### src/rtl/irq_router_pkg.sv
`timescale 1ns/1ps
package irq_router_pkg;
   localparam int ENT_W = 64;

   // bus offsets and window indices
   localparam logic [7:0] OFS_INDEX  = 8'h00;
   localparam logic [7:0] OFS_WINDOW = 8'h10;
   localparam logic [7:0] IDX_ID     = 8'h00;
   localparam logic [7:0] IDX_VER    = 8'h01;
   localparam int         ENT_BASE   = 16;

   // entry field positions
   localparam int F_VEC  = 0;
   localparam int F_MODE = 8;
   localparam int F_DLOG = 11;
   localparam int F_POL  = 13;
   localparam int F_LVL  = 15;
   localparam int F_MASK = 16;
   localparam int F_DEST = 56;

   localparam logic [ENT_W-1:0] ENT_RESET = ENT_W'(1) << F_MASK;

   typedef struct packed {
      logic [7:0] dest;
      logic       level;
      logic       polarity;
      logic       dest_logical;
      logic [2:0] mode;
      logic [7:0] vector;
   } irq_msg_t;

   function automatic irq_msg_t entry_to_msg(input logic [ENT_W-1:0] e);
      irq_msg_t m;
      m.vector       = e[F_VEC +: 8];
      m.mode         = e[F_MODE +: 3];
      m.dest_logical = e[F_DLOG];
      m.polarity     = e[F_POL];
      m.level        = e[F_LVL];
      m.dest         = e[F_DEST +: 8];
      return m;
   endfunction
endpackage

### src/rtl/irq_router_regfile.sv
`timescale 1ns/1ps
module irq_router_regfile
   import irq_router_pkg::*;
#(
   parameter int         NUM_PINS = 24,
   parameter int         ADDR_W   = 8,
   parameter logic [7:0] VERSION  = 8'h11
)(
   input  logic                             clk,
   input  logic                             rst_n,
   input  logic                             reg_wr,
   input  logic [ADDR_W-1:0]                reg_addr,
   input  logic [31:0]                      reg_wdata,
   output logic [31:0]                      reg_rdata,
   output logic [7:0]                       index_o,
   output logic [NUM_PINS-1:0][ENT_W-1:0]   entries_o,
   output logic                             entry_wr_o
);
   localparam int         LAST_IDX = ENT_BASE + 2*NUM_PINS - 1;
   localparam logic [7:0] MAX_ENT  = 8'(NUM_PINS-1);

   logic [7:0]  index_q, id_q, ent_off;
   logic [6:0]  ent_sel;
   logic        sel_index, sel_window, wr_window, idx_entry, hi_half;
   logic [31:0] win_rd;

   assign sel_index  = (reg_addr == ADDR_W'(OFS_INDEX));
   assign sel_window = (reg_addr == ADDR_W'(OFS_WINDOW));
   assign wr_window  = reg_wr && sel_window;
   assign ent_off    = index_q - 8'(ENT_BASE);
   assign ent_sel    = ent_off[7:1];
   assign hi_half    = index_q[0];
   assign idx_entry  = (int'(index_q) >= ENT_BASE) && (int'(index_q) <= LAST_IDX);
   assign entry_wr_o = wr_window && idx_entry;
   assign index_o    = index_q;

   always_ff @(posedge clk or negedge rst_n) begin
      if (!rst_n) begin
         index_q <= '0;
         id_q    <= '0;
      end else begin
         if (reg_wr && sel_index)
            index_q <= reg_wdata[7:0];
         if (wr_window && index_q == IDX_ID)
            id_q <= reg_wdata[31:24];
      end
   end

   for (genvar gi = 0; gi < NUM_PINS; gi++) begin : g_ent
      logic [ENT_W-1:0] ent_q;
      logic             hit;
      assign hit = entry_wr_o && (ent_sel == 7'(gi));
      always_ff @(posedge clk or negedge rst_n) begin
         if (!rst_n)
            ent_q <= ENT_RESET;
         else if (hit) begin
            if (hi_half) ent_q[63:32] <= reg_wdata;
            else         ent_q[31:0]  <= reg_wdata;
         end
      end
      assign entries_o[gi] = ent_q;
   end

   always_comb begin
      win_rd = '0;
      if (idx_entry) begin
         for (int i = 0; i < NUM_PINS; i++)
            if (ent_sel == 7'(i))
               win_rd = hi_half ? entries_o[i][63:32] : entries_o[i][31:0];
      end else begin
         case (index_q)
            IDX_ID:  win_rd = {id_q, 24'h0};
            IDX_VER: win_rd = {8'h00, MAX_ENT, 8'h00, VERSION};
            default: win_rd = '0;
         endcase
      end
   end

   assign reg_rdata = sel_index  ? {24'h0, index_q} :
                      sel_window ? win_rd : 32'h0;
endmodule

### src/rtl/irq_router_pending.sv
`timescale 1ns/1ps
module irq_router_pending #(
   parameter int NUM_PINS     = 24,
   parameter bit REMAP_PIN0   = 1'b1,
   parameter int REMAP_TARGET = 2,
   parameter int PIN_W        = 5
)(
   input  logic                clk,
   input  logic                rst_n,
   input  logic [NUM_PINS-1:0] irq_in,
   input  logic [NUM_PINS-1:0] level_mode,
   input  logic                rearm_all,
   input  logic                clr_valid,
   input  logic [PIN_W-1:0]    clr_idx,
   output logic [NUM_PINS-1:0] src_o,
   output logic [NUM_PINS-1:0] rise_o,
   output logic [NUM_PINS-1:0] pend_o,
   output logic [NUM_PINS-1:0] armed_o
);
   logic [NUM_PINS-1:0] src, src_q, rise, clr, pend_q, armed_q;

   // source selection per entry: folding of pin 0 is a build option
   for (genvar gi = 0; gi < NUM_PINS; gi++) begin : g_src
      if (REMAP_PIN0 && gi == 0) begin : g_drop
         assign src[gi] = 1'b0;
      end else if (REMAP_PIN0 && gi == REMAP_TARGET) begin : g_merge
         assign src[gi] = irq_in[gi] | irq_in[0];
      end else begin : g_direct
         assign src[gi] = irq_in[gi];
      end
   end

   assign rise = src & ~src_q;
   assign clr  = clr_valid ? (NUM_PINS'(1) << clr_idx) : '0;

   always_ff @(posedge clk or negedge rst_n) begin
      if (!rst_n) begin
         src_q   <= '0;
         pend_q  <= '0;
         armed_q <= '0;
      end else begin
         src_q   <= src;
         // level entries mirror the input; edge entries latch a rise
         pend_q  <= (level_mode & src) | (~level_mode & ((pend_q & ~clr) | rise));
         armed_q <= rearm_all ? '1 : ((armed_q & ~clr) | rise);
      end
   end

   assign src_o   = src;
   assign rise_o  = rise;
   assign pend_o  = pend_q;
   assign armed_o = armed_q;
endmodule

### src/rtl/irq_router_sender.sv
`timescale 1ns/1ps
module irq_router_sender
   import irq_router_pkg::*;
#(
   parameter int NUM_PINS = 24,
   parameter int PIN_W    = 5
)(
   input  logic                           clk,
   input  logic                           rst_n,
   input  logic [NUM_PINS-1:0]            eligible,
   input  logic [NUM_PINS-1:0][ENT_W-1:0] entries,
   input  logic                           msg_ready,
   output logic                           msg_valid,
   output irq_msg_t                       msg,
   output logic                           fire_o,
   output logic [PIN_W-1:0]               cur_o,
   output logic                           load_o,
   output logic [PIN_W-1:0]               pick_o
);
   logic                valid_q, found, fire, load;
   irq_msg_t            msg_q;
   logic [PIN_W-1:0]    cur_q, pick;
   logic [NUM_PINS-1:0] busy, cand;
   logic [ENT_W-1:0]    pick_ent;

   assign fire = valid_q & msg_ready;
   // the entry leaving this cycle must not be chosen again at the same edge
   assign busy = fire ? (NUM_PINS'(1) << cur_q) : '0;
   assign cand = eligible & ~busy;

   always_comb begin
      found    = 1'b0;
      pick     = '0;
      pick_ent = '0;
      for (int i = NUM_PINS-1; i >= 0; i--) begin
         if (cand[i]) begin
            found    = 1'b1;
            pick     = PIN_W'(i);
            pick_ent = entries[i];
         end
      end
   end

   assign load = found && (!valid_q || fire);

   always_ff @(posedge clk or negedge rst_n) begin
      if (!rst_n) begin
         valid_q <= 1'b0;
         cur_q   <= '0;
         msg_q   <= '0;
      end else if (load) begin
         valid_q <= 1'b1;
         cur_q   <= pick;
         msg_q   <= entry_to_msg(pick_ent);
      end else if (fire) begin
         valid_q <= 1'b0;
      end
   end

   assign msg_valid = valid_q;
   assign msg       = msg_q;
   assign fire_o    = fire;
   assign cur_o     = cur_q;
   assign load_o    = load;
   assign pick_o    = pick;
endmodule

### src/rtl/irq_router.sv
`timescale 1ns/1ps
module irq_router
   import irq_router_pkg::*;
#(
   parameter int         NUM_PINS     = 24,
   parameter int         ADDR_W       = 8,
   parameter logic [7:0] VERSION      = 8'h11,
   parameter bit         REMAP_PIN0   = 1'b1,
   parameter int         REMAP_TARGET = 2
)(
   input  logic                clk,
   input  logic                rst_n,
   input  logic                reg_wr,
   input  logic [ADDR_W-1:0]   reg_addr,
   input  logic [31:0]         reg_wdata,
   output logic [31:0]         reg_rdata,
   input  logic [NUM_PINS-1:0] irq_in,
   output logic                msg_valid,
   input  logic                msg_ready,
   output logic [7:0]          msg_vector,
   output logic [2:0]          msg_mode,
   output logic                msg_dest_logical,
   output logic                msg_polarity,
   output logic                msg_level,
   output logic [7:0]          msg_dest
);
   localparam int PIN_W = (NUM_PINS > 1) ? $clog2(NUM_PINS) : 1;

   if (NUM_PINS < 1 || NUM_PINS > 120) begin : g_bad_pins
      $error("irq_router: NUM_PINS must lie in 1..120 to fit the window");
   end
   if (ADDR_W < 5) begin : g_bad_addr
      $error("irq_router: ADDR_W must reach the window offset");
   end
   if (REMAP_PIN0 && (REMAP_TARGET < 1 || REMAP_TARGET >= NUM_PINS)) begin : g_bad_remap
      $error("irq_router: REMAP_TARGET outside the entry range");
   end

   logic [NUM_PINS-1:0][ENT_W-1:0] entries;
   logic                           entry_wr;
   logic [7:0]                     index_q;
   logic [NUM_PINS-1:0]            mask_vec, level_vec, src_vec, rise_vec;
   logic [NUM_PINS-1:0]            pend_vec, armed_vec, eligible;
   logic                           snd_fire, snd_load;
   logic [PIN_W-1:0]               snd_cur, snd_pick;
   irq_msg_t                       msg;

   irq_router_regfile #(
      .NUM_PINS (NUM_PINS),
      .ADDR_W   (ADDR_W),
      .VERSION  (VERSION)
   ) u_regs (
      .clk        (clk),
      .rst_n      (rst_n),
      .reg_wr     (reg_wr),
      .reg_addr   (reg_addr),
      .reg_wdata  (reg_wdata),
      .reg_rdata  (reg_rdata),
      .index_o    (index_q),
      .entries_o  (entries),
      .entry_wr_o (entry_wr)
   );

   for (genvar gi = 0; gi < NUM_PINS; gi++) begin : g_fields
      assign mask_vec[gi]  = entries[gi][F_MASK];
      assign level_vec[gi] = entries[gi][F_LVL];
   end

   irq_router_pending #(
      .NUM_PINS     (NUM_PINS),
      .REMAP_PIN0   (REMAP_PIN0),
      .REMAP_TARGET (REMAP_TARGET),
      .PIN_W        (PIN_W)
   ) u_pend (
      .clk        (clk),
      .rst_n      (rst_n),
      .irq_in     (irq_in),
      .level_mode (level_vec),
      .rearm_all  (entry_wr),
      .clr_valid  (snd_fire),
      .clr_idx    (snd_cur),
      .src_o      (src_vec),
      .rise_o     (rise_vec),
      .pend_o     (pend_vec),
      .armed_o    (armed_vec)
   );

   assign eligible = pend_vec & armed_vec & ~mask_vec;

   irq_router_sender #(
      .NUM_PINS (NUM_PINS),
      .PIN_W    (PIN_W)
   ) u_send (
      .clk       (clk),
      .rst_n     (rst_n),
      .eligible  (eligible),
      .entries   (entries),
      .msg_ready (msg_ready),
      .msg_valid (msg_valid),
      .msg       (msg),
      .fire_o    (snd_fire),
      .cur_o     (snd_cur),
      .load_o    (snd_load),
      .pick_o    (snd_pick)
   );

   assign msg_vector       = msg.vector;
   assign msg_mode         = msg.mode;
   assign msg_dest_logical = msg.dest_logical;
   assign msg_polarity     = msg.polarity;
   assign msg_level        = msg.level;
   assign msg_dest         = msg.dest;
endmodule

### config.mk
export PLATFORM = sky130hd
export DESIGN_NAME = irq_router
export DESIGN_NICKNAME = d
export VERILOG_FILES = /design/src/rtl/irq_router_pkg.sv /design/src/rtl/irq_router_regfile.sv /design/src/rtl/irq_router_pending.sv /design/src/rtl/irq_router_sender.sv /design/src/rtl/irq_router.sv
export SDC_FILE = /design/constraint.sdc
export NUM_CORES = 2
export LEC_CHECK = 0
export CAP_MARGIN = 20
export CORE_MARGIN = 4
export CORE_UTILIZATION = 40
export DETAILED_ROUTE_END_ITERATION = 8
export PLACE_DENSITY = 0.52
export SLEW_MARGIN = 10
export SYNTH_ARGS = -nofsm -noshare
export SYNTH_HDL_FRONTEND = slang
export SYNTH_SLANG_ARGS = --single-unit
export TNS_END_PERCENT = 1
### constraint.sdc
create_clock -name clk -period 5.1 [get_ports clk]
set_input_delay 0.51 -clock clk [delete_from_list [all_inputs] [get_ports clk]]
set_output_delay 0.51 -clock clk [all_outputs]
set_load 0.05 [all_outputs]
# Yosys cells after proc, flatten, opt, wreduce, memory -nomap -nowiden
# Cells that the tools add are included.
op_classes:
  addsub: 1
  muxes: 128
  reduce_logical: 84
  order_cmp: 2
  bitwise: 18
  eq_ne: 25
  shift: 1
op_table:
  columns: ["cell", "n"]
  rows:
  - ["32-bit 2-to-1 mux", 51]
  - ["64-bit 2-to-1 mux", 24]
  - ["24-bit bitwise AND", 8]
  - ["5-bit 2-to-1 mux", 24]
  - ["24-bit NOT", 4]
  - ["2-bit AND reduction", 48]
  - ["24-bit bitwise OR", 3]
  - ["32-bit one-hot mux with 2 select lines", 1]
  - ["7-bit by 4-bit == test with 1-bit output (second input constant)", 8]
  - ["7-bit by 5-bit == test with 1-bit output (second input constant)", 8]
  - ["24-bit 2-to-1 mux", 2]
  - ["1-bit logical AND", 30]
  - ["7-bit by 3-bit == test with 1-bit output (second input constant)", 4]
  - ["1-bit 2-to-1 mux", 26]
  - ["1-bit by 5-bit << shifter with 24-bit output (first input constant)", 1]
  - ["8-bit logical NOT", 2]
  - ["7-bit by 2-bit == test with 1-bit output (second input constant)", 2]
  - ["8-bit by 1-bit == test with 1-bit output (second input constant)", 1]
  - ["8-bit by 5-bit == test with 1-bit output (second input constant)", 1]
  - ["8-bit by 5-bit greater-or-equal comparator with 1-bit output (second input constant)", 1]
  - ["8-bit by 6-bit <= comparator with 1-bit output (second input constant)", 1]
  - ["8-bit by 5-bit subtractor with 8-bit output (second input constant)", 1]
  - ["7-bit by 1-bit == test with 1-bit output (second input constant)", 1]
  - ["7-bit logical NOT", 1]
  - ["6 further kinds", 6]
word_totals:
  elab_cells: 320
  register_bits: 1651
  out_inout_bits: 55

# Longest topological paths before layout
depth:
  ltp_word: 30
  mapped_depth: 15
  ltp_nobuf: 11

# Modules after synthesis
# A second synthesis with hierarchy kept.
unflattened:
  hier_cells: 6931
  area_unflattened_um2: 83955.5
modules_own_cells:
  columns: ["mod", "seq_area_each_um2", "area_per_inst_um2", "cells_each", "instances"]
  rows:
  - ["irq_router_regfile", 38867.3, 73835.8, 5622, 1]
  - ["irq_router_sender", 700.7, 6871.6, 993, 1]
  - ["irq_router_pending", 1776.7, 3037.9, 292, 1]
  - ["irq_router", 0.0, 210.2, 24, 1]

# Least setup slack after synthesis
# Ideal clock, no wire load.
synth_path:
  kind: "register to output"
  start: "register u_regs.index_q[4] (netlist: u_regs.index_o[4])"
  end: "output reg_rdata[19]"
  path_slack_ps: 625
  stages_incl_launch_ff: 14
  path_buffers: 3
  t_arrival_ps: 3965
  required_ps: 4590
  cell_sequence: "dfrtp_1 > inv_1 > ha_1 > clkbuf_1 > o41ai_4 > buf_2 > nand3_1 > buf_2 > o221ai_1 > o21ai_0 > o311ai_1 > o21ai_0 > a211o_1 > a221oi_1"
synth_between:
  elab_chain_cells: 29
  word_cells_on_any_way: 55
  classes_between: "add/sub: 1; order compare: 2; eq/ne: 23; mux: 27; reduce/logical: 2"
synth_rtl:
  columns: ["item", "line", "rtl"]
  rows:
  - ["start: declaration", "irq_router_regfile.sv:22", "logic [7:0] index_q, id_q, ent_off;"]
  - ["start signal: assignment", "irq_router_regfile.sv:43", "index_q <= reg_wdata[7:0];"]
  - ["8-bit by 5-bit subtractor with 8-bit output", "irq_router_regfile.sv:30", "assign ent_off = index_q - 8'(ENT_BASE);"]
  - ["7-bit logical NOT", "irq_router_regfile.sv:68", "if (ent_sel == 7'(i))"]
  - ["32-bit 2-to-1 mux (24 in series)", "irq_router_regfile.sv:68", null]
  - ["32-bit 2-to-1 mux *", "irq_router_regfile.sv:66", "if (idx_entry) begin"]
  - ["32-bit 2-to-1 mux *", "irq_router_regfile.sv:80", "sel_window ? win_rd : 32'h0;"]
  - ["32-bit 2-to-1 mux *", "irq_router_regfile.sv:79", "assign reg_rdata = sel_index ? {24'h0, index_q} :"]
  - ["end: declaration", "irq_router.sv:16", "output logic [31:0] reg_rdata,"]
# Mark *: on every way between the ends. The rest lies on a longest branch, timed or not.

# Worst setup path after layout
layout_path:
  start: "register u_regs.index_q[5] (netlist: u_regs.index_o[5])"
  end: "output reg_rdata[9]"
# Same word-level chain as after synthesis.

==> run_results.csv <==
group,metric,value,unit
placed_design,hpwl,203000,µm
cts,numCtsBuffers,185,
setup_path,crit_path_start,"u_regs.index_o[5]",
cts,clock_path_buffers,3,
floorplanning,fp-row-count,165,
power,p_int,0.0224,W
cts,clock-sinks,1651,
setup_path,crit_fanout,9,
floorplanning,die_width,460,µm
yosys,avgSynthCellArea,12.3,µm²
layout,seqCellArea,0.0414,mm²
run_status,status,"complete, but fails checks",
yosys,syn_inst,6670,
cts,cts_root_buf,"clkbuf_16",
placed_design,port_buffers,122,
sta,fmax,0.192,GHz
power,clkPwrFrac,44.1,%
yosys,synth_edf_count,0,
power,combPwrFrac,12.8,%
setup_path,cp-end-kind,"primary output",
drt,remaining_drc_errors,0,
grt,globalRouteTotalUtil,27.8,%
floorplanning,fp.dieArea,0.212,mm²
setup_path,reg2reg_from,"u_send.cur_o[0]",
drt,vias,58700,
sta,fin_crit_sh,102,%
drt,ant_nets,0,
yosys,ys_warn_count,0,
cts,cts.htree.levels,4,
sta,setup_violations,12,
sta,layout_min_cycle_time,5.21,ns
power,power.density,329,mW/mm²
drt,dr.pass1.iters,6,
yosys,syn_nets,6740,
cts,cts.clk_slew.worst_paths,0.06,ns
sta,slew_headroom,20.2,%
floorplanning,start_util,40.3,%
setup_path,r2r-end,"u_send.msg[20]",
cts,worst_skew_pair.late_latency,0.84,ns
layout,fill_cells,18500,
yosys,synth.cell_area,0.0818,mm²
yosys,synth_top_area_cell,"dfrtp_1",
drt,drt-wirelength-per-cell,31.4,µm
setup_path,start_kind,"register",
drt,totalWireLength,301000,µm
sta,tns,-0.406,ns
setup_path,worstPathRequired,4.59,ns
placed_design,place_area,0.0875,mm²
placed_design,post-place-ws,-0.0592,ns
sta,fin_ws,-0.114,ns
flow_run,drv_cap,0,
layout,final_nets,6821,
layout,design_area,0.0949,mm²
power,irDropWorstVdd,0.345,mV
floorplanning,fp.dieH,460,µm
yosys,synth_top_area_share,49.7,%
placed_design,gp_congestion,0.892,
drt,drt_iter0_markers,5386,
yosys,synthFlopType,"dfrtp_1",
power,p_leak,42.6,nW
layout,multi_input_area,0.0385,mm²
yosys,netlist_top_cells_area,"dfrtp_1, mux2_2, mux2i_1",
min_path,min_path_type,"in -> reg",
setup_path,reg2reg_slack,-0.05,ns
setup_path,crit_type,"reg -> out",
grt,grt_pass1_vias,58500,
grt,antenna_found_initial,15,
sta,finClkSkew,0.0316,ns
setup_path,crit_path_end,"reg_rdata[9]",
cts,tritoncts,"yes",
yosys,synthArstFlopShare,100,%
grt,grt.overflow.total,0,
grt,grt_pass1_wl,434000,µm
floorplanning,placeableCoreArea,0.203,mm²
drt,route.detailed.vias_per_inst,6.13,
sta,tightest_slew,1.20,ns
run_status,violations,"setup timing",
setup_path,cp.arrival,4.70,ns
layout,syn_to_final_growth,15.9,%
power,pwr-share-seq,43.1,%
setup_path,reg2regPathDepth,9,
floorplanning,io_pins,123,
grt,grt_max_degree,161,
yosys,ys_seq_area_share,50.5,%
yosys,yosysUniqueCellTypes,89,
power,switching_share,28.4,%
sta,hold_viol,0,
layout,drive_gt1_share,38.5,%
sta,drv_slew,0,
yosys,ys_ff_latch,1651,
sta,rsz0062_at_grt,"yes",
power,power_switching,0.00887,W
state kept, by name (all words and copies together), names as in the netlist:
register,count
u_send.msg_valid,1
u_send.cur_o,5
u_pend.pend_o,24
u_regs.index_o,8
u_regs.g_ent.ent_q,1536
u_regs.id_q,8
u_send.msg,22
u_pend.src_q,23
u_pend.armed_o,24
per-stage QoR:
step,power [W],std cells,hold slack (ns),utilization (%)
floorplan,0.0155,6670,0.214,-
global placement,0.0176,9203,0.466,43.1
detailed placement,0.0176,9204,0.482,43.1
CTS,0.0314,9566,0.192,46.5
global route,0.0322,9580,0.178,46.7
finish,0.0312,9582,0.183,46.7
worst max-delay path, stage by stage (launching register included):
cell	delay (ns)
dfrtp_2	0.44
inv_1	0.13
ha_4	0.23
nand4b_1	0.18
o41a_1	0.46
buf_6	0.22
nor3_2	0.06
buf_6	0.17
buf_4	0.15
a221oi_2	0.25
a21oi_2	0.15
o41ai_4	0.42
o211ai_1	0.40
a31oi_2	0.42
buf_12	0.18
synth_stat cells, types with 46 or more instances:
library cell and count:
a211oi_1 64, a21oi_1 285, a221o_1 51, a221oi_1 70
a22oi_1 65, buf_1 81, buf_2 99, buf_4 94
clkbuf_1 346, dfrtp_1 1627, inv_1 46, mux2_2 1624
mux2i_1 585, nand2_1 218, nand3_1 51, nor2_1 219
nor3_1 56, o21ai_0 383, o221ai_1 61, o22ai_1 115
layout by cell type, fill, tap and decap left out, types with 49 or more instances in the layout:
cell             instances
a21oi_1                267
buf_4                  308
buf_12                  94
o221ai_1                56
clkbuf_16              191
a221o_1                 49
o22ai_1                113
clkbuf_8                53
o21ai_0                354
clkdlybuf4s50_1         57
dfrtp_1               1623
a221oi_1                64
a211oi_1                50
mux2_2                1624
clkbuf_1                49
nand2_1                197
a22oi_1                 64
nor2_1                 204
mux2i_1                585
layer usage:
layer	vias to the layer above	GRT usage, %	part of all wire (%)
li1	25000	-	-
met1	31100	39.6	45
met2	2163	43.0	45
met3	513	5.78	7.2
met4	2	7.94	3.2
met5	-	0	0.0043
power groups by stage:
stage / Clock, W / Sequential [W] / Combinational (W)
final: 0.0138 / 0.0135 / 0.00400
after global routing: 0.0145 / 0.0135 / 0.00418
after CTS: 0.0140 / 0.0135 / 0.00391
after detailed placement: 0 / 0.0137 / 0.00387
after global placement: 0 / 0.0137 / 0.00385
after floorplan: 0 / 0.0139 / 0.00162
final cells by class:
cell class,instances,share of cell area (%)
diodes,4,0.0106
clock inverters,51,0.634
repair buffers,518,5.57
flip-flops and latches,1651,43.6
clock buffers,291,5.95
well taps,2672,3.52
inverters,48,0.190
multi-input cells,4347,40.5
how the worst min path moves through the flow:
stage | slack, ns | start | cells after the start | end
after floorplan | 0.21 | rst_n | 0 | u_pend.armed_o[0]
after global placement | 0.47 | u_regs.g_ent[18].ent_q[31] | 1 | u_regs.g_ent[18].ent_q[31]
after detailed placement | 0.48 | u_pend.pend_o[18] | 2 | u_pend.pend_o[18]
after CTS | 0.19 | irq_in[20] | 1 | u_pend.src_q[20]
after global routing | 0.18 | reg_wdata[14] | 2 | u_regs.g_ent[19].ent_q[46]
final | 0.18 | reg_wdata[14] | 2 | u_regs.g_ent[22].ent_q[46]
repair_timing:
action | 4_1_cts | 5_1_grt
setup buffers | 18 | 5
gates cloned | 1 | 2
resized for setup | 119 | 76
hold buffers | 1 | 0
pin swaps | 22 | 24
endpoints found under the hold margin | 97 | 0
endpoints found under the setup margin | 32 | 33
cells by family after synthesis:
kind of cell | Yosys count | synth area share (%)
compound gates | 1323 | 10.6
fa+ha+maj | 2 | 0.0306
buf+inv | 672 | 3.71
flops | 1651 | 50.5
mux | 2256 | 30.5
simple gates | 766 | 4.62
Note: power is estimated with default switching activity, not from simulation.
